[config.mk]
export PLATFORM = sky130hd
export DESIGN_NAME = nvshadow_arbiter
export DESIGN_NICKNAME = d
export VERILOG_FILES = /design/src/rtl/nvsc_pkg.sv /design/src/rtl/nvsc_path.sv /design/src/rtl/nvsc_ctrl.sv /design/src/rtl/nvshadow_arbiter.sv
export SDC_FILE = /design/constraint.sdc
export NUM_CORES = 1
export LEC_CHECK = 0
export ABC_AREA = 1
export BUFFER_PORTS_ARGS = -buffer_cell sky130_fd_sc_hd__buf_2
export CAP_MARGIN = 10
export CORE_UTILIZATION = 46
export DETAILED_ROUTE_END_ITERATION = 12
export GPL_ROUTABILITY_DRIVEN = 1
export GPL_TIMING_DRIVEN = 0
export PLACE_DENSITY = 0.85
export SLEW_MARGIN = 20
export SYNTH_ARGS = -nofsm -noshare
export SYNTH_HDL_FRONTEND = slang
export SYNTH_HIERARCHICAL = 1
export SYNTH_SLANG_ARGS = --single-unit
[constraint.sdc]
create_clock -name clk -period 1.75 [get_ports clk]
set_input_delay 0.0875 -clock clk [delete_from_list [all_inputs] [get_ports clk]]
set_output_delay 0.0875 -clock clk [all_outputs]
set_load 0.05 [all_outputs]
[src/rtl/nvsc_pkg.sv]
package nvsc_pkg;

  localparam int NUM_ST = 9;

  typedef enum logic [3:0] {
    ST_IDLE    = 4'd0,
    ST_HOLDOFF = 4'd1,
    ST_ERASE   = 4'd2,
    ST_PROGRAM = 4'd3,
    ST_CLEAR   = 4'd4,
    ST_LOAD    = 4'd5,
    ST_RELEASE = 4'd6,
    ST_BLOCKED = 4'd7,
    ST_PWRLOSS = 4'd8
  } ctlState_t;

  typedef enum logic [2:0] {
    DUR_HOLD  = 3'd0,
    DUR_ERASE = 3'd1,
    DUR_PROG  = 3'd2,
    DUR_CLEAR = 3'd3,
    DUR_LOAD  = 3'd4
  } durSel_t;

  typedef struct packed {
    logic    load;
    durSel_t sel;
    logic    clrDirty;
    logic    wrOpen;
  } pathCtl_t;

  function automatic int maxOf(input int a, input int b);
    return (a > b) ? a : b;
  endfunction

endpackage

[src/rtl/nvsc_path.sv]
module nvsc_path
  import nvsc_pkg::*;
#(
  parameter int HOLD_CYC  = 3,
  parameter int ERASE_CYC = 4,
  parameter int PROG_CYC  = 5,
  parameter int CLEAR_CYC = 2,
  parameter int LOAD_CYC  = 3
) (
  input  logic     clk,
  input  logic     rstN,
  input  pathCtl_t ctl,
  input  logic     sramWrite,
  output logic     cntZero,
  output logic     dirty
);

  localparam int MAX_DUR = maxOf(maxOf(maxOf(HOLD_CYC, ERASE_CYC), maxOf(PROG_CYC, CLEAR_CYC)), LOAD_CYC);
  localparam int CNT_W   = $clog2(MAX_DUR + 1);
  localparam int NUM_DUR = 5;
  localparam int DUR_TAB [NUM_DUR] = '{HOLD_CYC, ERASE_CYC, PROG_CYC, CLEAR_CYC, LOAD_CYC};

  logic [CNT_W-1:0] cnt;
  logic [CNT_W-1:0] loadVal [NUM_DUR];

  for (genvar g = 0; g < NUM_DUR; g++) begin : g_dur
    assign loadVal[g] = CNT_W'(DUR_TAB[g] - 1);
  end

  always_ff @(posedge clk or negedge rstN) begin
    if (!rstN) begin
      cnt <= '0;
    end else if (ctl.load) begin
      cnt <= loadVal[ctl.sel];
    end else if (cnt != '0) begin
      cnt <= cnt - 1'b1;
    end
  end

  assign cntZero = (cnt == '0);

  always_ff @(posedge clk or negedge rstN) begin
    if (!rstN) begin
      dirty <= 1'b0;
    end else if (ctl.clrDirty) begin
      dirty <= 1'b0;
    end else if (sramWrite && ctl.wrOpen) begin
      dirty <= 1'b1;
    end
  end

endmodule

[src/rtl/nvsc_ctrl.sv]
module nvsc_ctrl
  import nvsc_pkg::*;
(
  input  logic                clk,
  input  logic                rstN,
  input  logic                pinIn,
  input  logic                powerGood,
  input  logic                swStore,
  input  logic                swRecall,
  input  logic                cntZero,
  input  logic                dirty,
  output pathCtl_t            ctl,
  output logic                pinPullLow,
  output logic                readInhibit,
  output logic                writeInhibit,
  output logic                eraseEn,
  output logic                programEn,
  output logic                clearEn,
  output logic                loadEn,
  output logic [NUM_ST-1:0]   stateOneHot
);

  ctlState_t state, nextState;

  always_comb begin
    nextState    = state;
    ctl.load     = 1'b0;
    ctl.sel      = DUR_HOLD;
    ctl.clrDirty = 1'b0;
    if (!powerGood) begin
      nextState = ST_PWRLOSS;
    end else begin
      unique case (state)
        ST_IDLE: begin
          if (!pinIn) begin
            if (dirty) begin
              nextState = ST_HOLDOFF;
              ctl.load  = 1'b1;
              ctl.sel   = DUR_HOLD;
            end else begin
              nextState = ST_BLOCKED;
            end
          end else if (swStore) begin
            nextState = ST_ERASE;
            ctl.load  = 1'b1;
            ctl.sel   = DUR_ERASE;
          end else if (swRecall) begin
            nextState = ST_CLEAR;
            ctl.load  = 1'b1;
            ctl.sel   = DUR_CLEAR;
          end
        end
        ST_HOLDOFF: if (cntZero) begin
          nextState = ST_ERASE;
          ctl.load  = 1'b1;
          ctl.sel   = DUR_ERASE;
        end
        ST_ERASE: if (cntZero) begin
          nextState = ST_PROGRAM;
          ctl.load  = 1'b1;
          ctl.sel   = DUR_PROG;
        end
        ST_PROGRAM: if (cntZero) begin
          nextState    = ST_RELEASE;
          ctl.clrDirty = 1'b1;
        end
        ST_CLEAR: if (cntZero) begin
          nextState = ST_LOAD;
          ctl.load  = 1'b1;
          ctl.sel   = DUR_LOAD;
        end
        ST_LOAD: if (cntZero) begin
          nextState    = ST_RELEASE;
          ctl.clrDirty = 1'b1;
        end
        ST_RELEASE, ST_BLOCKED: if (pinIn) nextState = ST_IDLE;
        ST_PWRLOSS: begin
          nextState = ST_CLEAR;
          ctl.load  = 1'b1;
          ctl.sel   = DUR_CLEAR;
        end
        default: nextState = ST_PWRLOSS;
      endcase
    end
  end

  always_ff @(posedge clk or negedge rstN) begin
    if (!rstN) state <= ST_PWRLOSS;
    else       state <= nextState;
  end

  always_comb begin
    pinPullLow   = 1'b0;
    readInhibit  = 1'b1;
    writeInhibit = 1'b1;
    unique case (state)
      ST_IDLE: begin
        readInhibit  = 1'b0;
        writeInhibit = 1'b0;
      end
      ST_HOLDOFF: begin
        pinPullLow  = 1'b1;
        readInhibit = 1'b0;
      end
      ST_ERASE, ST_PROGRAM, ST_CLEAR, ST_LOAD: pinPullLow = 1'b1;
      default: pinPullLow = 1'b0;
    endcase
  end

  assign ctl.wrOpen  = !writeInhibit;
  assign eraseEn     = (state == ST_ERASE);
  assign programEn   = (state == ST_PROGRAM);
  assign clearEn     = (state == ST_CLEAR);
  assign loadEn      = (state == ST_LOAD);
  assign stateOneHot = NUM_ST'(1) << state;

endmodule

[src/rtl/nvshadow_arbiter.sv]
module nvshadow_arbiter
  import nvsc_pkg::*;
#(
  parameter int HOLD_CYC  = 3,
  parameter int ERASE_CYC = 4,
  parameter int PROG_CYC  = 5,
  parameter int CLEAR_CYC = 2,
  parameter int LOAD_CYC  = 3
) (
  input  logic       clk,
  input  logic       rstN,
  input  logic       pinIn,
  input  logic       powerGood,
  input  logic       sramWrite,
  input  logic       swStore,
  input  logic       swRecall,
  output logic       pinPullLow,
  output logic       readInhibit,
  output logic       writeInhibit,
  output logic       eraseEn,
  output logic       programEn,
  output logic       clearEn,
  output logic       loadEn,
  output logic [8:0] stateOneHot
);

  pathCtl_t ctl;
  logic     cntZero;
  logic     dirty;

  nvsc_ctrl u_ctrl (
    .clk(clk), .rstN(rstN), .pinIn(pinIn), .powerGood(powerGood),
    .swStore(swStore), .swRecall(swRecall), .cntZero(cntZero), .dirty(dirty),
    .ctl(ctl), .pinPullLow(pinPullLow), .readInhibit(readInhibit),
    .writeInhibit(writeInhibit), .eraseEn(eraseEn), .programEn(programEn),
    .clearEn(clearEn), .loadEn(loadEn), .stateOneHot(stateOneHot)
  );

  nvsc_path #(
    .HOLD_CYC(HOLD_CYC), .ERASE_CYC(ERASE_CYC), .PROG_CYC(PROG_CYC),
    .CLEAR_CYC(CLEAR_CYC), .LOAD_CYC(LOAD_CYC)
  ) u_path (
    .clk(clk), .rstN(rstN), .ctl(ctl), .sramWrite(sramWrite),
    .cntZero(cntZero), .dirty(dirty)
  );

endmodule

* Word-level counts from Yosys, hierarchy flattened
Memory sizes are Yosys's and may differ from the RTL's.
Cells that the tools add are included.
** Word-level totals
- Logic and storage cells :: 64
- Memories kept :: 1
- Output and inout port bits :: 16
- Bits in latches :: 0
- Bits in read-only memories :: 24
- Register bits after elaboration :: 8
- Input bits :: 7
- Bits in writable memories :: 0
** Cells by class
- Shift-type cells :: 1
- Mux-type cells :: 31
- Equal/unequal tests :: 14
- Multiply operators :: 0
- Add/sub/neg operators :: 1
- Div/mod/pow operators :: 0
- Bitwise logic cells :: 1
- $lt $le $gt $ge :: 1
- Reductions and logical operators :: 11
** Memories
- (name not given) :: depth 8, bits a word 3, read ports 1, clocked after Yosys merged registers in 0, wr ports 0, line nvsc_path.sv:34 : cnt <= loadVal[ctl.sel];
** Operator list (count)
- two-way mux 4 bit :: 16
- one-hot mux 4 bit (7 select lines) :: 1
- one-hot mux 4 bit (5 select lines) :: 1
- == test 4 x 3 -> 1 bit, second input constant :: 4
- two-way mux 3 bit :: 5
- != test 3 x 2 -> 1 bit, second input constant :: 3
- << shifter 1 x 4 -> 9 bit, first input constant :: 1
- == test 4 x 2 -> 1 bit, second input constant :: 2
- two-way mux 1 bit :: 7
- != test 3 bit, second input constant :: 2
- AND reduction 6 bit :: 1
- OR reduction 2 bit :: 3
- two-way mux 5 bit :: 1
- != test 5 bit, second input constant :: 1
- OR reduction 5 bit :: 1
- == test 4 x 1 -> 1 bit, second input constant :: 1
- == test 4 bit, second input constant :: 1
- greater-or-equal comparator 4 bit, second input constant :: 1
- logical NOT 4 bit :: 1
- inverter 3 -> 4 bit :: 1
- nonzero test 2 bit :: 2
- logical NOT 3 bit :: 1
- nonzero test 3 bit :: 1
- subtractor 3 x 1 -> 3 bit, second input constant :: 1
- logical AND 1 bit :: 1

* Logic depth before layout (Yosys ltp)
Gate-level depths: netlist (run 1).
- Depth in word-level cells :: 10
- Depth in mapped cells :: 15
- Depth with buffers taken out :: 15

* Cells and area by module
The synthesis (run 1) kept the hierarchy.
** Modules (own cells, without submodules)
- nvsc_ctrl :: cells an instance 101, area an instance 578.1 µm², times used 1
- nvsc_path :: cells an instance 35, area an instance 250.2 µm², times used 1

* Least setup slack after synthesis (run 1)
OpenSTA, ideal clock, no wires.
- Path kind :: flip-flop to flip-flop
- Start :: register u_ctrl.state[0]
- End :: register u_path.cnt[0]
- Data arrival time :: 2175 ps
- Period minus slack after synthesis :: 2291 ps
- Buffers on the path :: 0
- Setup slack :: -541 ps
- Required time :: 1633 ps
- Cell stages (with the launch flop) :: 13
- Cell sequence :: dfrtp_1 > inv_2 > nand2_1 > nor2_1 > o21ai_1 > o21ai_1 > nor2_1 > nor2_1 > inv_2 > nand2_2 > nand2_1 > nor2_1 > nor2_1
** RTL lines
- start: declaration :: line nvsc_ctrl.sv:23 : ctlState_t state, nextState;
- start signal: assignment :: line nvsc_ctrl.sv:89 : else state <= nextState;
- end signal: assignment :: line nvsc_path.sv:34
- end signal: assignment :: line nvsc_path.sv:36 : cnt <= cnt - 1'b1;
- end: declaration :: line nvsc_path.sv:23 : logic [CNT_W-1:0] cnt;

==> results.txt, run 1 <==
- Result of the run: finished clean
* Total routed wirelength: 2238 um
* Power per cell area: 1774 nW/um^2
- Achievable clock frequency: 0.6046 GHz
* Final setup fails: 0
- Routed wire length per instance: 11.25 um
- Overflow left after global routing: 0
* Placer congestion estimate: 0.8862
- Final critical-path required period: 1654 ps
- Height of the chip: 44.44 um
* Pin count of the biggest net entering global routing: 9
- Ranking of synthesized cells by instance count: 32 x sky130_fd_sc_hd__nand2_1, 24 x sky130_fd_sc_hd__inv_1, 18 x sky130_fd_sc_hd__nor2_1
- Synthesized Nets: 145
- HPWL after detailed placement: 1525 um
* Share of Yosys cell area claimed by the top area cell type: 21.15%
- Initial cell density of the core: 51.96%
- Number of enable flip-flop cells after synthesis: 0
* Worst clock skew: 4.479 ps
* Yosys warning total: 6
* Count of unique library cells instantiated by Yosys: 20
- The repair_antennas step left the layout with diodes totalling 0.
* Most frequent cell on the critical path: sky130_fd_sc_hd__nor2_4
- Cell-by-cell listing of the critical path: nor2_4, inv_2, nor2_4, o21ai_1, o21ai_1, nor2_2, nor2_4, inv_2, nand2_2, nand2_1, nor2_1, nor2_1
* Register bit total from synthesis: 8
- Cell at the slowest stage of the critical path: sky130_fd_sc_hd__dfstp_2
* Worst path max stage delay: 410 ps
- Residual antenna-violating net count after detailed routing: 0
- Global-route wire length before repair: 3236 um
* Clock tree from TritonCTS: done
* Sum of negative setup slack: 0 ps
- Sequential elements use 24.32% of the synthesized area.
* Antenna violations before repair: 0
- The pre-antenna-repair detailed-routing pass consisted of 4 iterations.
- Count of routing violations after the opening detailed-route iteration: 41
- Overall global routing resource usage: 22.84%
- Post-synthesis area per instance: 6.090 um^2
- Final Hold Slack: 76.13 ps
* Clk Tree Root Cell: sky130_fd_sc_hd__clkbuf_4
* Data arrival time of the worst path: 1800 ps
- Endpoints failing hold: 0
- Number of global-route vias before repair: 769
- Of the available clock period, the critical path in the final layout requires 94.52%.
* Number of nets in the layout: 185
* Worst supply voltage drop on vdd: 1.149 mV
- I/O pin cnt: 23
- Number of DRC violations after detailed routing: 0
- Register area: 203.9 um^2
- In the final layout, the share of cells above drive strength 1 is 45.14%.
- The largest total area in the synthesized netlist belongs to sky130_fd_sc_hd__dfrtp_1.
- Die boundary width: 44.44 um
* FILL cells: 126
* Sort of element at the end of the critical path: flip-flop
- Of all nets on the critical path, the largest fanout is 6.
* Slew at the pin with the worst max-slew slack: 265.8 ps
* Total number of vias: 961
- Buffers placed on the I/O ports in this run total 22.
* Predominant post-synthesis flop cell: sky130_fd_sc_hd__dfrtp_1
* Static Leak: 0.6867 nW
- Maximum buffer depth of the clock tree: 2
* Clock-pin slew on the worst setup and hold paths: 60 ps
- Clock latency on the worst-skew pair, taken at its later pin, is 260 ps.
* Max_cap viols: 0
* Sinks on Clock Net: 8
- Row cnt: 14
- Yosys attributes the largest share of cell area to sky130_fd_sc_hd__dfrtp_1 21%, sky130_fd_sc_hd__nand2_1 15%, sky130_fd_sc_hd__inv_1 11%, sky130_fd_sc_hd__nor2_1 8.2%, sky130_fd_sc_hd__nor2_4 6.8%.
* RSZ-0062 raised after global routing: yes
- Area of the multi-input gates: 564.3 um^2
- After technology mapping, the gate count stands at 136.
- Core Box Area: 1594 um^2
- STA classifies the critical path startpoint as a flip-flop.
- Num CTS Buffers: 3
- In this run the cell area of the synthesized design comes to 828.3 um^2.
- The final max-slew violation count is 0.
- Crit path kind: reg -> reg
* DIE AREA: 1974 um^2
- sky130_fd_sc_hd__nand2_1 is the most common cell in the netlist.
- H-Tree Level Count: 1
- For this run, asynchronously set or reset flops after synthesis account for 100.0%.
- Overall power of the completed layout: 0.002062 W
- Class of the most critical hold timing path: in -> reg
- Vias per Instance: 4.829
* Area growth, synth to finish: 40.33%
* Rel. slew slack: 82.40%
- For this run, the share of the core covered by cells in the final layout is 72.92%.
* Required time at the endpoint of the critical path: 1900 ps
kinds of logic (layout without fill, tap and decap cells):
family / Yosys count / count (layout) / synth area share [%]
simple gates: 80 / 80 / 48.19
fa+ha+maj: 2 / 2 / 3.021
compound gates: 15 / 15 / 9.517
flops: 8 / 8 / 24.32
buf+inv: 31 / 70 / 14.95
path summary, 6_finish.rpt:
path | slack, ps | start | to | depth (start not counted)
worst max register to register | 100 | u_ctrl/state[3]$_DFFE_PN1P_ | u_path/cnt[0]$_DFFE_PN0P_ | 12
worst max-delay path | 100 | u_ctrl/state[3]$_DFFE_PN1P_ | u_path/cnt[0]$_DFFE_PN0P_ | 12
max in group asynchronous | 1310 | rstN | u_ctrl/state[3]$_DFFE_PN1P_ | 2
min in group asynchronous | 200 | rstN | u_path/cnt[1]$_DFFE_PN0P_ | 2
worst min register to register | 520 | u_path/dirty$_DFFE_PN0P_ | u_path/dirty$_DFFE_PN0P_ | 2
worst min-delay path | 80 | sramWrite | u_path/dirty$_DFFE_PN0P_ | 3
metrics by stage:
step,area (um^2),instances,worst slack [ps]
after CTS,1035,189,0.5502
after floorplan,843.3,136,-57.95
after detailed placement,983.4,182,-87.86
after global placement,983.4,182,-31.72
after global routing,1162,199,-51.26
final,1162,199,95.95
flip-flops by register name, indices dropped and copies added, names as in the netlist:
| signal | cells |
|---|---|
| u_path/cnt | 3 |
| u_ctrl/state | 4 |
| u_path/dirty | 1 |
timing repair:
action	in CTS	in global routing
endpoints found under the setup margin	3	3
cloned	0	0
resized for setup	1	18
hold buffers	1	0
pin swaps	2	10
buffers inserted	2	10
hold endpoints to repair	8	0
worst max-delay path, delay by kind of cell, from the launching register on:
kind / cells / cell delay, ps
DFF: 1 / 410
buffers and inverters: 2 / 140
AOI/OAI and AO/OA: 2 / 150
and+or+nand+nor: 8 / 820
area by class of cell:
type | instances | area share (%)
Buffer | 1 | 0.9688
Clock buffer | 4 | 2.261
Inverter | 30 | 9.688
Multi-Input combinational cell | 97 | 48.55
Sequential cell | 8 | 17.55
Tap cell | 24 | 2.583
Timing Repair Buffer | 35 | 18.41
placed cells by master (no fill, tap or decap):
master,Yosys,routed
sky130_fd_sc_hd__o2bb2ai_1,1,1
sky130_fd_sc_hd__dfrtp_1,7,5
sky130_fd_sc_hd__nor3_1,3,3
sky130_fd_sc_hd__nor2_4,5,8
sky130_fd_sc_hd__o21ai_1,6,5
sky130_fd_sc_hd__buf_2,0,22
sky130_fd_sc_hd__ha_4,0,1
sky130_fd_sc_hd__nand4_1,1,1
sky130_fd_sc_hd__dlygate4sd3_1,0,1
sky130_fd_sc_hd__nand2_2,5,6
sky130_fd_sc_hd__nand3_1,9,8
sky130_fd_sc_hd__buf_4,0,11
sky130_fd_sc_hd__inv_1,24,18
sky130_fd_sc_hd__clkbuf_4,0,3
sky130_fd_sc_hd__o21ai_2,0,1
sky130_fd_sc_hd__nand2_1,32,29
sky130_fd_sc_hd__nand3_2,1,2
sky130_fd_sc_hd__a21oi_1,6,6
sky130_fd_sc_hd__nand2_4,2,4
sky130_fd_sc_hd__nor2_1,18,15
sky130_fd_sc_hd__clkbuf_1,0,1
sky130_fd_sc_hd__dfrtp_2,0,2
sky130_fd_sc_hd__dfstp_2,1,1
sky130_fd_sc_hd__buf_6,1,2
sky130_fd_sc_hd__o21ai_0,2,2
sky130_fd_sc_hd__ha_1,2,1
sky130_fd_sc_hd__inv_2,6,12
sky130_fd_sc_hd__nor2_2,4,4
routing by layer:
layer  share of wire, %  GRT usage, %  up-vias
li1                   -             -      498
met1                 49         30.48      429
met2                 45         35.00       32
met3                4.6         7.347        2
met4               0.85         7.273        0
met5                  0             0        -
where the power goes:
| part | switching, W | internal, W |
|---|---|---|
| Sequential | 0.0000724 | 0.000267 |
| Clock | 0.0000706 | 0.0000878 |
| Combinational | 0.00103 | 0.000538 |
| Total | 0.00117 | 0.000892 |
Note: power is estimated with default switching activity, not from simulation.
==> inputs of run 2 (changes only) <==
BUFFER_PORTS_ARGS = unset   (was -buffer_cell sky130_fd_sc_hd__buf_2)
DONT_BUFFER_PORTS = 1   (was unset)
PLACE_DENSITY = 0.73   (was 0.85)
clock period = 1.8 ns   (was 1.75 ns; I/O delays follow)
==> run 2 against run 1 <==
- worst setup slack lost 270 ps
- clock power shrank 3%
- combinational power shrank 3%
- via count fell by 3.0%
- die area unchanged
- utilization is 2.6 points lower
- largest power group unchanged
- maximum frequency is 16% lower
- critical path depth unchanged
- first-iteration DRC count rose by 29%
- the flow now finishes with violations (setup timing)
- sequential share of layout area grew 0.53 points
- non-clock buffer count down 17
- wire length shrank 1.3%
==> results.txt, run 2 (same netlist as run 1, synthesis figures left out) <==
- Result of the run: finished with violations (was finished clean).
- The checks that failed: setup timing.
- Slew at the pin with the worst max-slew slack: 885.3 ps (was 265.8 ps)
- Core Box Area: 1594 um^2 (unchanged)
- The final clock period utilization by the worst path is 109.8% (was 94.52%).
- The horizontal die dimension was 44.44 um (unchanged).
- Worst path max stage delay: 390 ps (was 410 ps)
* R2R Path End: u_path/cnt[0]$_DFFE_PN0P_ (unchanged)
- Slew Limit Fails: 0 (unchanged)
- The worst slew margin relative to its limit is 40.76% (was 82.40%).
- Clock-pin slew on the worst setup and hold paths: 60 ps (about the same)
* Worst clock skew: 4.013 ps (was 4.479 ps)
- The slack of the critical path was -176.3 ps (was 95.95 ps).
* Overall global routing resource usage: 24.55% (was 22.84%)
- The worst slack at placement was -212.1 ps (was -87.86 ps).
* Power per cell area: 1771 nW/um^2 (was 1774 nW/um^2)
- Number of buffers added on ports: 0 (was 22)
- The layout overhead on the synthesized area was 35.35% (was 40.33%).
- The startpoint of the worst register-to-register path was u_ctrl/state[3]$_DFFE_PN1P_ (unchanged).
* Number of DRC violations after detailed routing: 0 (unchanged)
* Data arrival time of the worst path: 2160 ps (was 1800 ps)
- The register name with the most flops is u_ctrl/state (unchanged).
* Layout Cell Area excl Fill: 1121 um^2 (was 1162 um^2)
- The H-tree depth is 1 (unchanged).
* Number of nets in the layout: 168 (was 185)
* Height of the chip: 44.44 um (unchanged)
* DIE AREA: 1974 um^2 (unchanged)
* Clock tree from TritonCTS: done (unchanged)
- Number of global-route vias before repair: 829 (was 769)
- The final critical delay including setup and external delays came to 1976 ps (was 1654 ps).
- Cell-by-cell listing of the critical path: inv_1, nand2_8, nor2_4, o21ai_2, o21ai_1, nor2_1, nor2_2, buf_4, nand3_2, nand2_1, nor2_1, nor2_1 (was nor2_4, inv_2, nor2_4, o21ai_1, o21ai_1, nor2_2, nor2_4, inv_2, nand2_2, nand2_1, nor2_1, nor2_1).
- Achievable clock frequency: 0.5060 GHz (was 0.6046 GHz)
- The maximum number of pins on one net before global-route repair was 9 (unchanged).
* Num CTS Buffers: 3 (unchanged)
- The routed wire length per instance is 12.14 um (was 11.25 um).
- Hold Path Sink: u_ctrl/state[0]$_DFFE_PN0P_ (was u_path/dirty$_DFFE_PN0P_)
- Most frequent cells in the layout: 28 x sky130_fd_sc_hd__nand2_1, 21 x sky130_fd_sc_hd__inv_1, 15 x sky130_fd_sc_hd__nor2_1 (was 29 x sky130_fd_sc_hd__nand2_1, 22 x sky130_fd_sc_hd__buf_2, 18 x sky130_fd_sc_hd__inv_1)
* Worst Path Max Fanout: 5 (was 6)
- Final setup fails: 3 (was 0)
- RSZ-0062 raised after global routing: yes (unchanged)
- Count of routing violations after the opening detailed-route iteration: 53 (was 41)
- I/O pin cnt: 23 (unchanged)
- Vias per Instance: 5.121 (was 4.829)
- The total wire length after detailed routing came to 2210 um (was 2238 um).
* Instance count along the most critical hold path: 2 (was 3)
- Most frequent cell on the critical path: sky130_fd_sc_hd__nor2_1 (was sky130_fd_sc_hd__nor2_4)
- The final hold slack came to 13.99 ps (was 76.13 ps).
- Endpoints failing hold: 0 (unchanged)
- The half-perimeter wire length after placement is 1423 um (was 1525 um).
- Worst supply voltage drop on vdd: 0.9547 mV (was 1.149 mV)
- Critical path launch point type: flip-flop (unchanged)
- Path depth of the worst reg2reg path: 12 (unchanged)
- Cell area after placement: 873.3 um^2 (was 983.4 um^2)
- Sort of element at the end of the critical path: flip-flop (unchanged)
* Required time at the endpoint of the critical path: 1990 ps (was 1900 ps)
- Sinks on Clock Net: 8 (unchanged)
- The number of vias after detailed routing is 932 (was 961).
- The cell at the root of the clock tree is sky130_fd_sc_hd__clkbuf_4 (unchanged).
* Maximum buffer depth of the clock tree: 2 (unchanged)
- Clock network latency to the later pin of the worst-skew pair: 260 ps (about the same)
- The first-pass GRT wire length is 3581 um (was 3236 um).
- Leading cell type in the layout, fill and taps excluded: sky130_fd_sc_hd__nand2_1 (unchanged)
- The static leakage came to 0.6013 nW (was 0.6867 nW).
- Largest registers: u_ctrl/state: 4 flops, u_path/cnt: 3 flops, u_path/dirty: 1 flops (unchanged)
- Diode count: 0 (unchanged)
- Number of search-and-repair iterations in the first detailed-routing pass: 4 (unchanged)
- Flip-flop count of the largest register after layout: 4 (unchanged)
* Max_cap viols: 0 (unchanged)
* Row cnt: 14 (unchanged)
- Antenna violations before repair: 0 (unchanged)
* Crit path kind: reg -> reg (unchanged)
- The leftover overflow at the end of global routing was 0 (unchanged).
- The register-to-register path setup slack is -180 ps (was 100 ps).
- The effective utilization at floorplan was 51.96% (unchanged).
* Class of the most critical hold timing path: in -> reg (unchanged)
- Hold path startpoint: powerGood (was sramWrite)
- FILL cells: 121 (was 126)
- Cell at the slowest stage of the critical path: sky130_fd_sc_hd__dfstp_2 (unchanged)
- Residual antenna-violating net count after detailed routing: 0 (unchanged)
- The share of layout cells above drive strength 1 was 36.08% (was 45.14%).
- Placer congestion estimate: 0.8736 (was 0.8862)
run 2: cell count changes in the layout (fill, tap and decap cells not counted), moves of 2 or more:
| cell | change |
|---|---|
| sky130_fd_sc_hd__inv_1 | +3 |
| sky130_fd_sc_hd__buf_4 | +3 |
| sky130_fd_sc_hd__buf_2 | -22 |
| sky130_fd_sc_hd__dlygate4sd3_1 | +2 |
| sky130_fd_sc_hd__nand2_8 | +2 |
| sky130_fd_sc_hd__inv_4 | +2 |
| sky130_fd_sc_hd__inv_2 | -5 |
run 2: metal layers:
metal | up-vias | part of all wire [%] | GRT usage, %
met5 | - | 0 | 0
met2 | 38 | 48 | 37.06
met3 | 8 | 7.5 | 7.347
li1 | 466 | - | -
met4 | 0 | 2.0 | 9.091
met1 | 420 | 42 | 33.16
run 2: timing repair:
action | in CTS | in global routing
setup endpoints to repair | 4 | 5
endpoints found under the hold margin | 10 | 0
buffers inserted | 12 | 3
pin swaps | 12 | 9
gates resized for setup | 9 | 12
hold buffers | 3 | 0
run 2: stage by stage:
stage,util (%),power (W),instances,TNS [ps]
floorplan,-,0.001315,136,-7.948
global placement,54.79,0.001428,160,-419.8
detailed placement,54.79,0.001453,160,-535.0
CTS,65.70,0.001818,179,-129.0
global route,70.33,0.002130,182,-821.5
finish,70.33,0.001986,182,-335.9
run 2: critical path, delay by kind of cell (launching register included):
family	cells	cell delay, ps
buffers and inverters	2	290
DFF	1	390
AOI/OAI and AO/OA	2	190
and+or+nand+nor	8	1040
run 2: power by group:
group          switching (W)  internal, W  total, W  leakage [nW]
sequential         0.0000620     0.000257  0.000319        0.0942
clock              0.0000675    0.0000852  0.000153        0.0150
combinational        0.00103     0.000482   0.00151         0.492
total                0.00116     0.000824   0.00199         0.601
run 2: area by class of cell:
cell class | count | area [um^2] | share of cell area, %
repair buffers | 18 | 146.4 | 13.06
multi-input cells | 97 | 586.8 | 52.34
clock buffers | 4 | 26.28 | 2.344
well taps | 24 | 30.03 | 2.679
plain buffers | 1 | 11.26 | 1.004
inverters | 30 | 117.6 | 10.49
flip-flops and latches | 8 | 202.7 | 18.08
run 2: worst max-delay path by stage:
stage	startpoint	to	slack [ps]	cells past startpoint
5_1_grt	u_ctrl/state[3]$_DFFE_PN1P_	u_path/cnt[0]$_DFFE_PN0P_	-340	12
4_1_cts	u_ctrl/state[0]$_DFFE_PN0P_	u_path/cnt[2]$_DFFE_PN0P_	-50	10
6_report	u_ctrl/state[3]$_DFFE_PN1P_	u_path/cnt[0]$_DFFE_PN0P_	-180	12
3_5_place_dp	u_ctrl/state[2]$_DFFE_PN0P_	u_path/cnt[0]$_DFFE_PN0P_	-210	12
3_3_place_gp	u_ctrl/state[2]$_DFFE_PN0P_	u_path/cnt[0]$_DFFE_PN0P_	-180	12
2_1_floorplan	u_ctrl/state[2]$_DFFE_PN0P_	u_path/cnt[0]$_DFFE_PN0P_	-8	12
==> inputs of run 3 (changes only) <==
ABC_AREA = unset   (was 1)
CAP_MARGIN = 30   (was 10)
==> run 3 against run 2 <==
- the run still ends with setup timing left
- maximum frequency is 1.3% lower
- critical path depth is 8 lower
- register-to-register slack worse by 30 ps
- wire length is 7.5% higher
- final cell count is 19% lower
- area after synthesis is 2.9% higher
- first-iteration DRC count is 68% lower
- clock skew is 3.7 ps higher
- worst setup slack worse by 27 ps
- via count is 6.5% lower
- clock power is 8% lower
- utilization is 4.0 points higher
==> results.txt, run 3 <==
- Result of the run: finished with violations (unchanged).
- Violated checks: setup timing (unchanged).
- Die boundary width: 45.04 um (was 44.44 um)
- Vias per Instance: 5.885 (was 5.121)
- The via count of the first global-routing pass was 806 (was 829).
- The count of nets after finishing is 133 (was 168).
- The most instantiated library cell after synthesis is sky130_fd_sc_hd__nor2_1 (was sky130_fd_sc_hd__nand2_1).
- The switching part of the total is 49.93% (was 58.49%).
- The register-to-register path setup slack was -200 ps (was -180 ps).
- Post-Synthesis Cell Area: 852.1 um^2 (was 828.3 um^2)
- Ranking of synthesized cells by instance count: 12 x sky130_fd_sc_hd__nor2_1, 7 x sky130_fd_sc_hd__dfrtp_1, 7 x sky130_fd_sc_hd__nand2_1 (was 32 x sky130_fd_sc_hd__nand2_1, 24 x sky130_fd_sc_hd__inv_1, 18 x sky130_fd_sc_hd__nor2_1).
- The final clock period utilization by the worst path came to 111.3% (was 109.8%).
- Largest registers: u_ctrl/state: 4 flops, u_path/cnt: 3 flops, u_path/dirty: 1 flops (unchanged)
- The first-pass GRT wire length is 3691 um (was 3581 um).
* Leading cell type in the layout, fill and taps excluded: sky130_fd_sc_hd__buf_4 (was sky130_fd_sc_hd__nand2_1)
- Final setup fails: 6 (was 3)
* Static Leak: 0.5225 nW (was 0.6013 nW)
- Post-synthesis area per instance: 8.436 um^2 (was 6.090 um^2)
- Core Box Area: 1727 um^2 (was 1594 um^2)
- Achievable clock frequency: 0.4992 GHz (was 0.5060 GHz)
- The capturing element type of the critical path is a flip-flop (unchanged).
- Count of routing violations after the opening detailed-route iteration: 17 (was 53)
* Power per cell area: 1552 nW/um^2 (was 1771 nW/um^2)
- The H-tree depth came to 1 (unchanged).
- Final critical-path required period: 2003 ps (was 1976 ps)
- Cell area after placement: 974.7 um^2 (was 873.3 um^2)
- The actual transition at the worst max-transition pin is 764.2 ps (was 885.3 ps).
- The share of async-settable or async-resettable flops after synthesis came to 100.0% (unchanged).
- The global router's overall resource usage was 25.63% (was 24.55%).
* Clock network latency to the later pin of the worst-skew pair: 250 ps (was 260 ps)
- Register bit total from synthesis: 8 (unchanged)
- The critical path data arrival time is 2130 ps (was 2160 ps).
* Endpoints failing hold: 0 (unchanged)
- The total wire length after detailed routing is 2375 um (was 2210 um).
* Crit path kind: reg -> reg (unchanged)
* Clk Tree Root Cell: sky130_fd_sc_hd__clkbuf_4 (unchanged)
- The part of the total power dissipated in sequential elements is 17.8% (was 16.1%).
- RSZ-0062 raised after global routing: yes (unchanged)
- Area growth, synth to finish: 50.66% (was 35.35%)
* Maximum buffer depth of the clock tree: 2 (unchanged)
- The overall power consumption was 0.001992 W (was 0.001986 W).
* Rel. slew slack: 48.84% (was 40.76%)
- The die outline height was 45.04 um (was 44.44 um).
- The class of the tightest hold or removal check was in -> reg (unchanged).
- The kind of start point of the critical path is a flip-flop (unchanged).
- The net switching power figure was 0.0009949 W (was 0.001162 W).
- The worst IR drop on VDD is 0.9453 mV (was 0.9547 mV).
- The post-synthesis cell type with the largest combined area is sky130_fd_sc_hd__dfrtp_1 (unchanged).
- The slack of the critical path came to -203.3 ps (was -176.3 ps).
* Clock group share of total power: 7.0% (was 7.7%)
- Number of buffers added on ports: 0 (unchanged)
- The initial antenna violation count came to 0 (unchanged).
- Most frequent cells in the layout: 13 x sky130_fd_sc_hd__buf_4, 9 x sky130_fd_sc_hd__nor2_1, 6 x sky130_fd_sc_hd__nand2_1 (was 28 x sky130_fd_sc_hd__nand2_1, 21 x sky130_fd_sc_hd__inv_1, 15 x sky130_fd_sc_hd__nor2_1)
- The antenna cell count was 0 (unchanged).
* Combinational cell fraction of total power: 75.2% (was 76.2%)
- Yosys warning total: 6 (unchanged)
- The number of synthesized flops with an enable pin came to 0 (unchanged).
- DIE AREA: 2029 um^2 (was 1974 um^2)
* Pint: 0.0009975 W (was 0.0008243 W)
* Clock tree from TritonCTS: done (unchanged)
- Synth area leaders: sky130_fd_sc_hd__dfrtp_1 21%, sky130_fd_sc_hd__mux2_4 5.3%, sky130_fd_sc_hd__nor2_1 5.3%, sky130_fd_sc_hd__nor4_4 5.0%, sky130_fd_sc_hd__nand3b_1 3.5% (was sky130_fd_sc_hd__dfrtp_1 21%, sky130_fd_sc_hd__nand2_1 15%, sky130_fd_sc_hd__inv_1 11%, sky130_fd_sc_hd__nor2_1 8.2%, sky130_fd_sc_hd__nor2_4 6.8%).
- The placement row count was 15 (was 14).
- The number of nets with antenna violations after detailed routing came to 0 (unchanged).
- Sinks on Clock Net: 8 (unchanged)
- The maximum fanout encountered on the critical timing path came to 5 (unchanged).
- Synthesized Nets: 110 (was 145)
- Slew Limit Fails: 0 (unchanged)
- The cell area after layout was 1284 um^2 (was 1121 um^2).
- Max_cap viols: 0 (unchanged)
* Number of DRC violations after detailed routing: 0 (unchanged)
- The maximum number of pins on one net before global-route repair was 11 (was 9).
- Predominant post-synthesis flop cell: sky130_fd_sc_hd__dfrtp_1 (unchanged)
- Number of search-and-repair iterations in the first detailed-routing pass: 4 (unchanged)
- Required time at the endpoint of the critical path: 1920 ps (was 1990 ps)
- The half-perimeter wire length after placement came to 1544 um (was 1423 um).
- The number of primary I/O pins was 23 (unchanged).
* Fraction of layout cells with a size suffix above 1: 50.41% (was 36.08%)
- Number of instances in the synthesized netlist: 101 (was 136)
- Total number of vias: 871 (was 932)
* Count of unique library cells instantiated by Yosys: 44 (was 20)
- Register with the most flip-flops: u_ctrl/state (unchanged)
* Sequential-to-total area share from yosys stat: 23.64% (was 24.32%)
- Placer congestion estimate: 0.9275 (was 0.8736)
- The final setup skew came to 7.743 ps (was 4.013 ps).
- The flip-flop count of the largest register after layout came to 4 (unchanged).
- The routed wire length per instance is 16.05 um (was 12.14 um).
- Clock-pin slew on the worst setup and hold paths: 50 ps (was 60 ps)
- Initial cell density of the core: 49.35% (was 51.96%)
- Overflow left after global routing: 0 (unchanged)
- The number of clock buffers inserted by TritonCTS is 3 (unchanged).
* Share of Yosys cell area claimed by the top area cell type: 20.56% (was 21.15%)
==> run 3: changes by cell type after synthesis, sizes merged, moves of 10 or more <==
cell	previous run	this run
inv	30	5
nand2	39	7
nand3	10	0
nor2	27	12
==> run 3: metrics by stage <==
step                utilization (%)  TNS, ps  hold WS (ps)  instances  setup WS [ps]
floorplan                         -    -1155        -205.6        101         -252.0
global placement              54.78    -2349        -205.4        126         -370.2
detailed placement            56.45    -1419        -205.4        128         -280.4
CTS                           68.84    -1165         125.4        142         -223.5
global route                  74.35    -1272         132.3        148         -263.3
finish                        74.35   -793.4         148.4        148         -203.3
==> run 3: worst paths after layout <==
path                                                  start  depth (start not counted)                          end
worst min-delay path                              powerGood                          3  u_ctrl/state[2]$_DFFE_PN0P_
max in group asynchronous                              rstN                          1  u_ctrl/state[3]$_DFFE_PN1P_
worst max register to register  u_ctrl/state[2]$_DFFE_PN0P_                          4  u_ctrl/state[2]$_DFFE_PN0P_
worst max-delay path            u_ctrl/state[2]$_DFFE_PN0P_                          4  u_ctrl/state[2]$_DFFE_PN0P_
worst min register to register    u_path/cnt[1]$_DFFE_PN0P_                          2    u_path/cnt[1]$_DFFE_PN0P_
min in group asynchronous                              rstN                          1    u_path/cnt[2]$_DFFE_PN0P_
==> run 3: cell families (layout without fill, tap and decap cells) <==
family,after synthesis,after routing,share of synthesized area (%)
muxes,5,5,7.636
DFF,8,8,23.64
buffers and inverters,12,34,6.461
xor gates and xnor gates,2,2,2.056
and+or+nand+nor,53,53,42.88
AOI/OAI and AO/OA,18,18,13.22
adders and majority gates,3,3,4.111
==> run 3: critical path, stage by stage (launching register included) <==
cell	delay (ps)
sky130_fd_sc_hd__dfrtp_2	460
sky130_fd_sc_hd__nor4b_4	710
sky130_fd_sc_hd__and3b_2	330
sky130_fd_sc_hd__nor4_4	60
sky130_fd_sc_hd__mux2_4	320
==> run 3: final cells by class <==
type	count	area [um^2]
Timing Repair Buffer	19	161.4
Multi-Input combinational cell	81	765.7
Inverter	5	18.77
Sequential cell	8	205.2
Tap cell	25	31.28
Fill cell	120	442.9
Buffer	6	75.07
Clock buffer	4	26.28
==> run 3: power groups by stage <==
| stage | logic (W) | clock network, W | registers (W) |
|---|---|---|---|
| 6_report | 0.00150 | 0.000140 | 0.000354 |
| 5_1_grt | 0.00158 | 0.000165 | 0.000365 |
| 3_3_place_gp | 0.000996 | 0 | 0.000339 |
| 4_1_cts | 0.00130 | 0.000145 | 0.000341 |
| 2_1_floorplan | 0.000890 | 0 | 0.000319 |
| 3_5_place_dp | 0.00104 | 0 | 0.000341 |
==> run 3: timing repair <==
item	CTS	global route
hold buffers	3	0
buffers inserted	7	8
endpoints found under the setup margin	16	13
pin swaps	8	9
hold endpoints to repair	10	0
gates resized for setup	30	19
==> run 3: per-layer routing <==
| layer | GRT usage (%) | part of all wire [%] | up-vias |
|---|---|---|---|
| li1 | - | - | 415 |
| met1 | 31.27 | 41 | 399 |
| met2 | 41.16 | 48 | 48 |
| met3 | 8.400 | 8.9 | 9 |
| met4 | 10.91 | 2.7 | 0 |
| met5 | 0 | 0 | - |
